==> config.mk <==
export PLATFORM = sky130hd
export DESIGN_NAME = gpio_irq_ctrl
export DESIGN_NICKNAME = d
export VERILOG_FILES = /design/src/rtl/gpio_irq_pkg.sv /design/src/rtl/gpio_sync.sv /design/src/rtl/gpio_evt_detect.sv /design/src/rtl/gpio_irq_ctrl.sv
export SDC_FILE = /design/constraint.sdc
export NUM_CORES = 2
export LEC_CHECK = 0
export BUFFER_PORTS_ARGS = -buffer_cell sky130_fd_sc_hd__buf_2
export CAP_MARGIN = 15
export CELL_PAD_IN_SITES_DETAIL_PLACEMENT = 0
export CELL_PAD_IN_SITES_GLOBAL_PLACEMENT = 1
export CORE_UTILIZATION = 40
export CTS_CLUSTER_DIAMETER = 120
export DETAILED_ROUTE_END_ITERATION = 8
export GPL_ROUTABILITY_DRIVEN = 1
export GPL_TIMING_DRIVEN = 0
export PLACE_DENSITY_LB_ADDON = 0.2
export SLEW_MARGIN = 20
export SYNTH_ARGS = -nofsm -noshare
export SYNTH_HDL_FRONTEND = slang
export SYNTH_SLANG_ARGS = --single-unit
==> constraint.sdc <==
create_clock -name clk_i -period 2.61 [get_ports clk_i]
set_input_delay 0.522 -clock clk_i [delete_from_list [all_inputs] [get_ports clk_i]]
set_output_delay 0.522 -clock clk_i [all_outputs]
set_load 0.05 [all_outputs]
==> src/rtl/gpio_irq_pkg.sv <==
package gpio_irq_pkg;

  typedef enum logic [2:0] {
    MD_NONE   = 3'd0,
    MD_OUT    = 3'd1,
    MD_LVL_HI = 3'd2,
    MD_LVL_LO = 3'd3,
    MD_RISE   = 3'd4,
    MD_FALL   = 3'd5,
    MD_BOTH   = 3'd6,
    MD_OFF    = 3'd7
  } pin_mode_e;

  typedef struct packed {
    logic       lock;
    logic [2:0] grp;
    logic       ie;
    logic [1:0] pull;
    logic [1:0] periph;
    pin_mode_e  mode;
    logic       data;
  } pin_cfg_t;

  localparam pin_cfg_t CFG_RESET = '{lock: 1'b0, grp: 3'd0, ie: 1'b0,
                                     pull: 2'd0, periph: 2'd0,
                                     mode: MD_OFF, data: 1'b0};

  function automatic logic [31:0] cfg_to_word(pin_cfg_t c);
    logic [31:0] w;
    w        = '0;
    w[0]     = c.data;
    w[3:1]   = c.mode;
    w[6:5]   = c.periph;
    w[8:7]   = c.pull;
    w[9]     = c.ie;
    w[18:16] = c.grp;
    w[21]    = c.lock;
    return w;
  endfunction

  function automatic pin_cfg_t word_to_cfg(logic [31:0] w);
    pin_cfg_t c;
    c.data   = w[0];
    c.mode   = pin_mode_e'(w[3:1]);
    c.periph = w[6:5];
    c.pull   = w[8:7];
    c.ie     = w[9];
    c.grp    = w[18:16];
    c.lock   = w[21];
    return c;
  endfunction

endpackage

==> src/rtl/gpio_sync.sv <==
module gpio_sync #(
  parameter int W = 8
) (
  input  logic         clk_i,
  input  logic         rst_ni,
  input  logic [W-1:0] d_i,
  output logic [W-1:0] lvl_o,
  output logic [W-1:0] prev_o
);
  logic [W-1:0] meta_q, lvl_q, prev_q;

  always_ff @(posedge clk_i or negedge rst_ni) begin
    if (!rst_ni) begin
      meta_q <= '0;
      lvl_q  <= '0;
      prev_q <= '0;
    end else begin
      meta_q <= d_i;
      lvl_q  <= meta_q;
      prev_q <= lvl_q;
    end
  end

  assign lvl_o  = lvl_q;
  assign prev_o = prev_q;
endmodule

==> src/rtl/gpio_evt_detect.sv <==
module gpio_evt_detect
  import gpio_irq_pkg::*;
(
  input  pin_mode_e mode_i,
  input  logic      lvl_i,
  input  logic      prev_i,
  output logic      evt_o
);
  always_comb begin
    unique case (mode_i)
      MD_LVL_HI: evt_o = lvl_i;
      MD_LVL_LO: evt_o = !lvl_i;
      MD_RISE:   evt_o = lvl_i && !prev_i;
      MD_FALL:   evt_o = !lvl_i && prev_i;
      MD_BOTH:   evt_o = lvl_i ^ prev_i;
      default:   evt_o = 1'b0;
    endcase
  end
endmodule

==> src/rtl/gpio_irq_ctrl.sv <==
module gpio_irq_ctrl
  import gpio_irq_pkg::*;
#(
  parameter int NUM_PINS   = 64,
  parameter int NUM_GROUPS = 8
) (
  input  logic                    clk_i,
  input  logic                    rst_ni,
  input  logic                    req_valid_i,
  output logic                    req_ready_o,
  input  logic                    req_write_i,
  input  logic [11:0]             req_addr_i,
  input  logic [31:0]             req_wdata_i,
  output logic                    rsp_valid_o,
  output logic [31:0]             rsp_rdata_o,
  input  logic [NUM_PINS-1:0]     pin_i,
  output logic [NUM_PINS-1:0]     pin_out_o,
  output logic [NUM_PINS-1:0]     pin_oe_o,
  output logic [NUM_PINS-1:0]     pin_ie_o,
  output logic [2*NUM_PINS-1:0]   pin_pull_o,
  output logic [2*NUM_PINS-1:0]   pin_periph_o,
  output logic [NUM_GROUPS-1:0]   irq_o
);
  localparam int WORDS   = (NUM_PINS + 31) / 32;
  localparam int PIN_AW  = (NUM_PINS > 1) ? $clog2(NUM_PINS) : 1;

  pin_cfg_t                          cfg_q [NUM_PINS];
  logic [NUM_PINS-1:0]               lvl, prev, evt;
  logic [NUM_GROUPS-1:0][NUM_PINS-1:0] pend_q, pend_d, clr;
  logic [NUM_GROUPS*NUM_PINS-1:0]    pend_flat;
  logic [NUM_PINS*32-1:0]            cfg_img;
  logic                              cfg_hit, pend_hit;
  logic [PIN_AW-1:0]                 pin_idx;
  logic [31:0]                       rd_data;
  logic                              unused_wdata;

  assign unused_wdata = ^{req_wdata_i[31:22], req_wdata_i[20:19],
                          req_wdata_i[15:10], req_wdata_i[4]};

  assign req_ready_o = 1'b1;
  assign cfg_hit  = !req_addr_i[11] && (req_addr_i[1:0] == 2'b00) &&
                    (req_addr_i[10:2] < 9'(NUM_PINS));
  assign pend_hit = req_addr_i[11] && (req_addr_i[10:9] == 2'b00) &&
                    (req_addr_i[1:0] == 2'b00);
  assign pin_idx  = req_addr_i[PIN_AW+1:2];

  gpio_sync #(.W(NUM_PINS)) u_sync (
    .clk_i (clk_i), .rst_ni (rst_ni), .d_i (pin_i),
    .lvl_o (lvl), .prev_o (prev)
  );

  for (genvar p = 0; p < NUM_PINS; p++) begin : g_pin
    gpio_evt_detect u_evt (
      .mode_i (cfg_q[p].mode), .lvl_i (lvl[p]), .prev_i (prev[p]),
      .evt_o  (evt[p])
    );
    assign pin_out_o[p]          = cfg_q[p].data;
    assign pin_oe_o[p]           = (cfg_q[p].mode == MD_OUT) && (cfg_q[p].periph == 2'd0);
    assign pin_ie_o[p]           = cfg_q[p].ie;
    assign pin_pull_o[2*p +: 2]  = cfg_q[p].pull;
    assign pin_periph_o[2*p +: 2] = cfg_q[p].periph;
    assign cfg_img[32*p +: 32]   = cfg_to_word(cfg_q[p]);
  end

  // Configuration words: write unless locked.
  always_ff @(posedge clk_i or negedge rst_ni) begin
    if (!rst_ni) begin
      for (int p = 0; p < NUM_PINS; p++) cfg_q[p] <= CFG_RESET;
    end else if (req_valid_i && req_write_i && cfg_hit && !cfg_q[pin_idx].lock) begin
      cfg_q[pin_idx] <= word_to_cfg(req_wdata_i);
    end
  end

  // Write-one-to-clear mask per group and word.
  always_comb begin
    clr = '0;
    for (int g = 0; g < NUM_GROUPS; g++) begin
      for (int w = 0; w < WORDS; w++) begin
        if (req_valid_i && req_write_i && pend_hit &&
            req_addr_i[8:6] == 3'(g) && req_addr_i[5:2] == 4'(w))
          clr[g][w*32 +: 32] = req_wdata_i;
      end
    end
  end

  // New events take priority over a clear in the same cycle.
  always_comb begin
    for (int g = 0; g < NUM_GROUPS; g++) begin
      for (int p = 0; p < NUM_PINS; p++) begin
        pend_d[g][p] = (pend_q[g][p] && !clr[g][p]) ||
                       (evt[p] && cfg_q[p].grp == 3'(g));
      end
    end
  end

  always_ff @(posedge clk_i or negedge rst_ni) begin
    if (!rst_ni) pend_q <= '0;
    else         pend_q <= pend_d;
  end

  for (genvar g = 0; g < NUM_GROUPS; g++) begin : g_grp
    assign irq_o[g] = |pend_q[g];
    assign pend_flat[g*NUM_PINS +: NUM_PINS] = pend_q[g];
  end

  // Read multiplexer.
  always_comb begin
    rd_data = '0;
    if (cfg_hit) begin
      rd_data = cfg_to_word(cfg_q[pin_idx]);
      if (cfg_q[pin_idx].mode != MD_OUT) rd_data[0] = lvl[pin_idx];
    end else if (pend_hit) begin
      for (int g = 0; g < NUM_GROUPS; g++) begin
        for (int w = 0; w < WORDS; w++) begin
          if (req_addr_i[8:6] == 3'(g) && req_addr_i[5:2] == 4'(w))
            rd_data = pend_q[g][w*32 +: 32];
        end
      end
    end
  end

  always_ff @(posedge clk_i or negedge rst_ni) begin
    if (!rst_ni) begin
      rsp_valid_o <= 1'b0;
      rsp_rdata_o <= '0;
    end else begin
      rsp_valid_o <= req_valid_i && !req_write_i;
      if (req_valid_i && !req_write_i) rsp_rdata_o <= rd_data;
    end
  end
endmodule

# Word-level counts from Yosys, hierarchy flattened
# Index checks and enable logic that the tools add are counted.
# classes
bitwise_logic	65
eq_ne	841
reduce_logical	2561
n_mux	107
n_lt_le_gt_ge	4
# ops
operator	n
3-bit == test, second input constant	452
1-bit logical AND	1266
32-bit 2-to-1 mux	34
832-bit bitwise mux	1
3-bit by 2-bit == test with 1-bit output, second input constant	258
1-bit logical NOT	643
1-bit logical OR	512
64-bit OR reduction	8
3-bit by 1-bit == test with 1-bit output, second input constant	129
1-bit case mux with 5 select lines	64
3-bit logical NOT	65
2-bit logical NOT	66
13-bit binary-select mux with 6-bit select	1
13-bit demux with 6-bit select	1
1-bit bitwise XOR	64
13-bit 2-to-1 mux	3
9-bit by 7-bit < comparator with 1-bit output, second input constant	1
7-bit >= comparator, second input constant	1
6-bit by 7-bit < comparator with 1-bit output, second input constant	1
7-bit by 1-bit < comparator with 1-bit output, second input constant	1
6-bit NOT with 7-bit output	1
1-bit binary-select mux with 6-bit select	1
4-bit by 1-bit == test with 1-bit output, second input constant	1
4-bit logical NOT	1
2 further kinds	3
# word_totals
output_inout_bits	490
wordCells	4039
reg_bits	1569

# Depth between registers and ports, before layout
# logic_depth
depth_word	20
mapped_depth	15
depth_no_buf	8

# Cells and area by module
# Synthesis repeated with hierarchy kept, for this count alone.
# unflattened
cells_unflattened	7470
hier_area_um2	81574.5
# modules_own_cells
mod	instances	seq_area_each_um2	area_per_inst_um2	cells_each
gpio_irq_ctrl	1	34698.3	71885.2	6574
gpio_evt_detect	64	0.0	76.3	11
gpio_sync	1	4804.6	4804.6	192

# Worst setup path after synthesis
# Ideal clock, no wire load.
# synth_path
path_kind	input -> register
from	input port req_addr_i[2]
to	register cfg_q, in the netlist cfg_img[1104]
cell_stages	10
required_time_ns	2.485
slack_ns	-0.561
setup_time_ns	0.125
arrival_time_ns	3.047
path_cell_list	buf_4 -> mux2_2 -> a22oi_1 -> o221ai_1 -> a2111oi_2 -> nand3_2 -> buf_6 -> nor3_4 -> buf_4 -> mux2_2
# synth_between
elab_chain_cells	6
word_cells_on_any_way	15
classes_between	3 x order compare; 6 x mux; 1 x bitwise; 5 x reduce/logical
# synth_rtl
item	line	rtl
start, declared	gpio_irq_ctrl.sv:12	input logic [11:0] req_addr_i,
6-bit NOT with 7-bit output (not written as such)	gpio_irq_ctrl.sv:69, gpio_irq_ctrl.sv:70	
7-bit >= comparator (not written as such), or another cell as far along	gpio_irq_ctrl.sv:70	cfg_q[pin_idx] <= word_to_cfg(req_wdata_i);
1-bit logical AND (not written as such) or 13-bit 2-to-1 mux (tied branches)	-	
13-bit 2-to-1 mux (on tied branches)	-	
13-bit demux with 6-bit select or 1-bit logical NOT (tied branches)	gpio_irq_ctrl.sv:70, gpio_irq_ctrl.sv:69	
832-bit bitwise mux or 1-bit logical AND (tied branches)	gpio_irq_ctrl.sv:70, gpio_irq_ctrl.sv:69	
end signal, assigned by index	gpio_irq_ctrl.sv:70	
end, declared	gpio_irq_ctrl.sv:27	pin_cfg_t cfg_q [NUM_PINS];
# Parallel ways exist; a longest one is shown, timed or not. The select of a mux whose other input is x is not followed.
# A chain may end at the register's enable or synchronous reset.

# Worst setup path after layout
# layout_path
from	register pend_q, in the netlist pend_flat[144]
to	output port irq_o[2]
# layout_between
elab_chain_cells	1
# layout_rtl
item	line	rtl
start, declared	gpio_irq_ctrl.sv:29	logic [NUM_GROUPS-1:0][NUM_PINS-1:0] pend_q, pend_d, clr;
start signal, assigned	gpio_irq_ctrl.sv:98	else pend_q <= pend_d;
64-bit OR reduction	gpio_irq_ctrl.sv:102	assign irq_o[g] = |pend_q[g];
end, declared	gpio_irq_ctrl.sv:22	output logic [NUM_GROUPS-1:0] irq_o
# Every way passes these cells.

==> results_dict.tcl <==
set metrics [dict create \
    area_growth_pct 34.5 \
    path_cells "nor4_4, nand4_1, or4_4, buf_6" \
    place_area_sq_mm 0.0901 \
    endpoint_kind "output port" \
    finalHoldViolCount 104 \
    stdcell_area_sq_mm 0.108 \
    chipHeight_um 450 \
    fin_ws_ps -1180 \
    globalRouteMet1Util_pct 59.2 \
    slowest_delay_ps 760 \
    yosysWarningCount 0 \
    drive_above_1_share_pct 42.8 \
    ir_drop_uv 842 \
    drv_cap 0 \
    fp-row-count 164 \
    grt_usage_pct 50.7 \
    clock_latency_ps 920 \
    ant_nets 0 \
    drt_iter0_drc 11100 \
    dp_cells 10300 \
    fillers 17100 \
    leakage_nw 51.0 \
    setup_viol 1309 \
    dr.pass1.iters 9 \
    maxSlewHeadroom_pct 9.59 \
    synthXorXnorAreaFrac_pct 0.698 \
    overflow 0 \
    layout_commonest_cell "dfrtp_1" \
    min_path_type "input port to async pin" \
    async_flop_share_pct 100 \
    synth.distinct_cells 83 \
    cpMaxStageDelayCell "or4_4" \
    wl_um 541000 \
    synth_compound_gate_area_share_pct 14.9 \
    powerDensity_mw_per_mm2 534 \
    final_net_count 8541 \
    synth_adder_area_share_pct 2.00 \
    syn_area_sq_mm 0.0802 \
    grt_start_max_net_pins 133 \
    gr-usage-met3_pct 17.7 \
    dieArea_sq_mm 0.202 \
    synth.net_count 7192 \
    postSynthAreaPerCell_sq_um 11.5 \
    synth_area_leaders "dfrtp_1, mux2_2, dfstp_2" \
    worstReg2RegEnd "rsp_rdata_o[0]" \
    max_freq_ghz 0.264 \
    dp_hpwl_um 391000 \
    slew_violations 0 \
    fin_worst_skew_ps 44.0 \
    status "complete, but fails checks" \
    synth_seq_cells 1569 \
    ys_seq_area_share_pct 49.2 \
    layout_min_cycle_time_ps 3790 \
    place_congestion 1.07 \
    grt_pass1_vias 70400 \
    cp_num_buf_inv 1 \
    required_ps 2090 \
    violations "negative hold slack, negative setup slack" \
    synth_simple_gate_area_share_pct 10.9 \
    clk_pin_slew_ps 60 \
    layout_common_cells "dfrtp_1, buf_4, nand2_1" \
    crit_fanout 3 \
    hold_buffers 64 \
    synth_mux_area_share_pct 15.2 \
    critPathKind "flop to output port" \
    whs_ps -406 \
    antenna_found_initial 75 \
    cp_num_cells 4 \
    critPathTopFamily "simple AND/OR/NAND/NOR gates" \
    instances_no_fill 11200 \
    cp-start-kind "flop" \
    io_buffers 566 \
    grt.busiest_layer "met2" \
    synth_edf_count 0 \
    yosysTopAreaCellShare_pct 42.9 \
    ys.flop_type "dfrtp_1" \
    vias 76300 \
    vias_per_cell 6.84 \
    wire_per_inst_um 48.4 \
    clock_tree.buffer_depth 3 \
    cts_buffers 183 \
    rsz0062_at_grt "true" \
    core_area_sq_mm 0.199 \
    cts_root_buffer "clkbuf_16" \
    syn-instance-count 6952 \
    synth_top_family_by_area "multiplexers" \
    clkSinkCount 1569 \
    grt_pass1_wl_um 681000 \
    die_x_um 450 \
    cts_tree "done" \
    pin_count 602 \
    worstMarginPinSlew_ps 1360 \
    initial_core_util_pct 40.2 \
    worstSetupEndpoint "irq_o[2]" \
    critPathArrivalTime_ps 3270 \
    yosysTopAreaCell "dfrtp_1" \
    reg2regPathDepth 8 \
    r2r_start "cfg_img[1890]" \
    use_met2_pct 72.1 \
    drc 0 \
    htree_levels 4 \
    startpoint "pend_flat[144]" \
    fin_crit_sh_pct 145 \
    r2r_slack_ps -820 \
]
## sequential cells by signal, summed over array words and instances (netlist names)
name           count
cfg_img          448
pend_flat        512
pin_ie_o          64
pin_out_o         64
pin_periph_o     128
pin_pull_o       128
rsp_rdata_o       32
rsp_valid_o        1
u_sync.lvl_o      64
u_sync.meta_q     64
u_sync.prev_o     64
## cells by family after synthesis
family	after synthesis
AO/OA/AOI/OAI	1530
multiplexers	1036
AND/OR/NAND/NOR	1620
buffers and inverters	1004
flip-flops	1569
other	1
adder cells (fa/ha/maj)	128
XOR/XNOR	64
## stage by stage
stage	hold WS [ps]	setup slack (ps)	util, %	setup TNS [ps]	total power, mW
4_1_cts	-380	-970	51.4	-389310	57.0
3_3_place_gp	332	-35360	44.1	-	28.9
2_1_floorplan	226	-452	-	-382700	26.5
5_1_grt	-365	-1150	54.1	-520220	58.3
3_5_place_dp	335	-3950	45.2	-3085000	29.2
6_report	-406	-1180	54.1	-528700	57.7
## per-layer routing
metal	part of all wire [%]	routed length (um)
met5	0.043	232
met4	12	65100
met3	12	66100
met2	41	220000
met1	35	189000
## final cells by class
cell class | instances | area, sq um | area share (%)
inverters | 138 | 534 | 0.495
repair buffers | 1181 | 10600 | 9.86
clock buffers | 277 | 5400 | 5.00
plain buffers | 849 | 7800 | 7.23
well taps | 2656 | 3320 | 3.08
diodes | 52 | 130 | 0.121
multi-input cells | 4379 | 39700 | 36.8
flip-flops and latches | 1569 | 39500 | 36.6
clock inverters | 61 | 907 | 0.840
## worst min path at each step
stage / to / slack, ps
2_1_floorplan: cfg_img[1008] / 230
3_3_place_gp: u_sync.lvl_o[11] / 330
3_5_place_dp: u_sync.lvl_o[10] / 330
4_1_cts: pend_flat[181] / -380
5_1_grt: pend_flat[53] / -370
6_report: pend_flat[53] / -410
## Yosys cell counts, types with 14 or more instances
cell type,number
dfstp_2,192
nand2_1,662
o221ai_1,18
a32o_1,128
o2bb2ai_1,21
a221o_1,31
nor3_1,20
buf_4,469
a222oi_1,14
inv_1,134
nor2b_1,197
o2111ai_1,36
buf_2,50
nor2_1,151
nand3_1,60
o22ai_1,42
o22a_1,16
mux2_2,889
nor3_4,60
and2_1,131
mux4_2,57
o211ai_1,73
ha_1,128
o21ai_0,211
a22o_1,432
dfrtp_1,1377
xor2_1,63
nand4_1,52
a21oi_1,53
nor4_1,202
a221oi_1,93
a31oi_1,42
a21o_1,63
a22oi_1,182
clkbuf_1,271
buf_1,65
mux2i_1,90
a211oi_1,21
## power breakdown
part | switching [mW] | total (mW) | internal [mW]
registers | 0.322 | 24.9 | 24.6
logic | 3.60 | 4.97 | 1.37
clock network | 11.7 | 27.8 | 16.1
total | 15.6 | 57.7 | 42.0
## timing repair
action	in CTS	in global routing
setup endpoints to repair	1438	1311
gates cloned	4	43
setup buffers	176	241
hold endpoints to repair	168	104
resized for setup	841	574
pin swaps	116	113
Note: power is estimated with default switching activity, not from simulation.
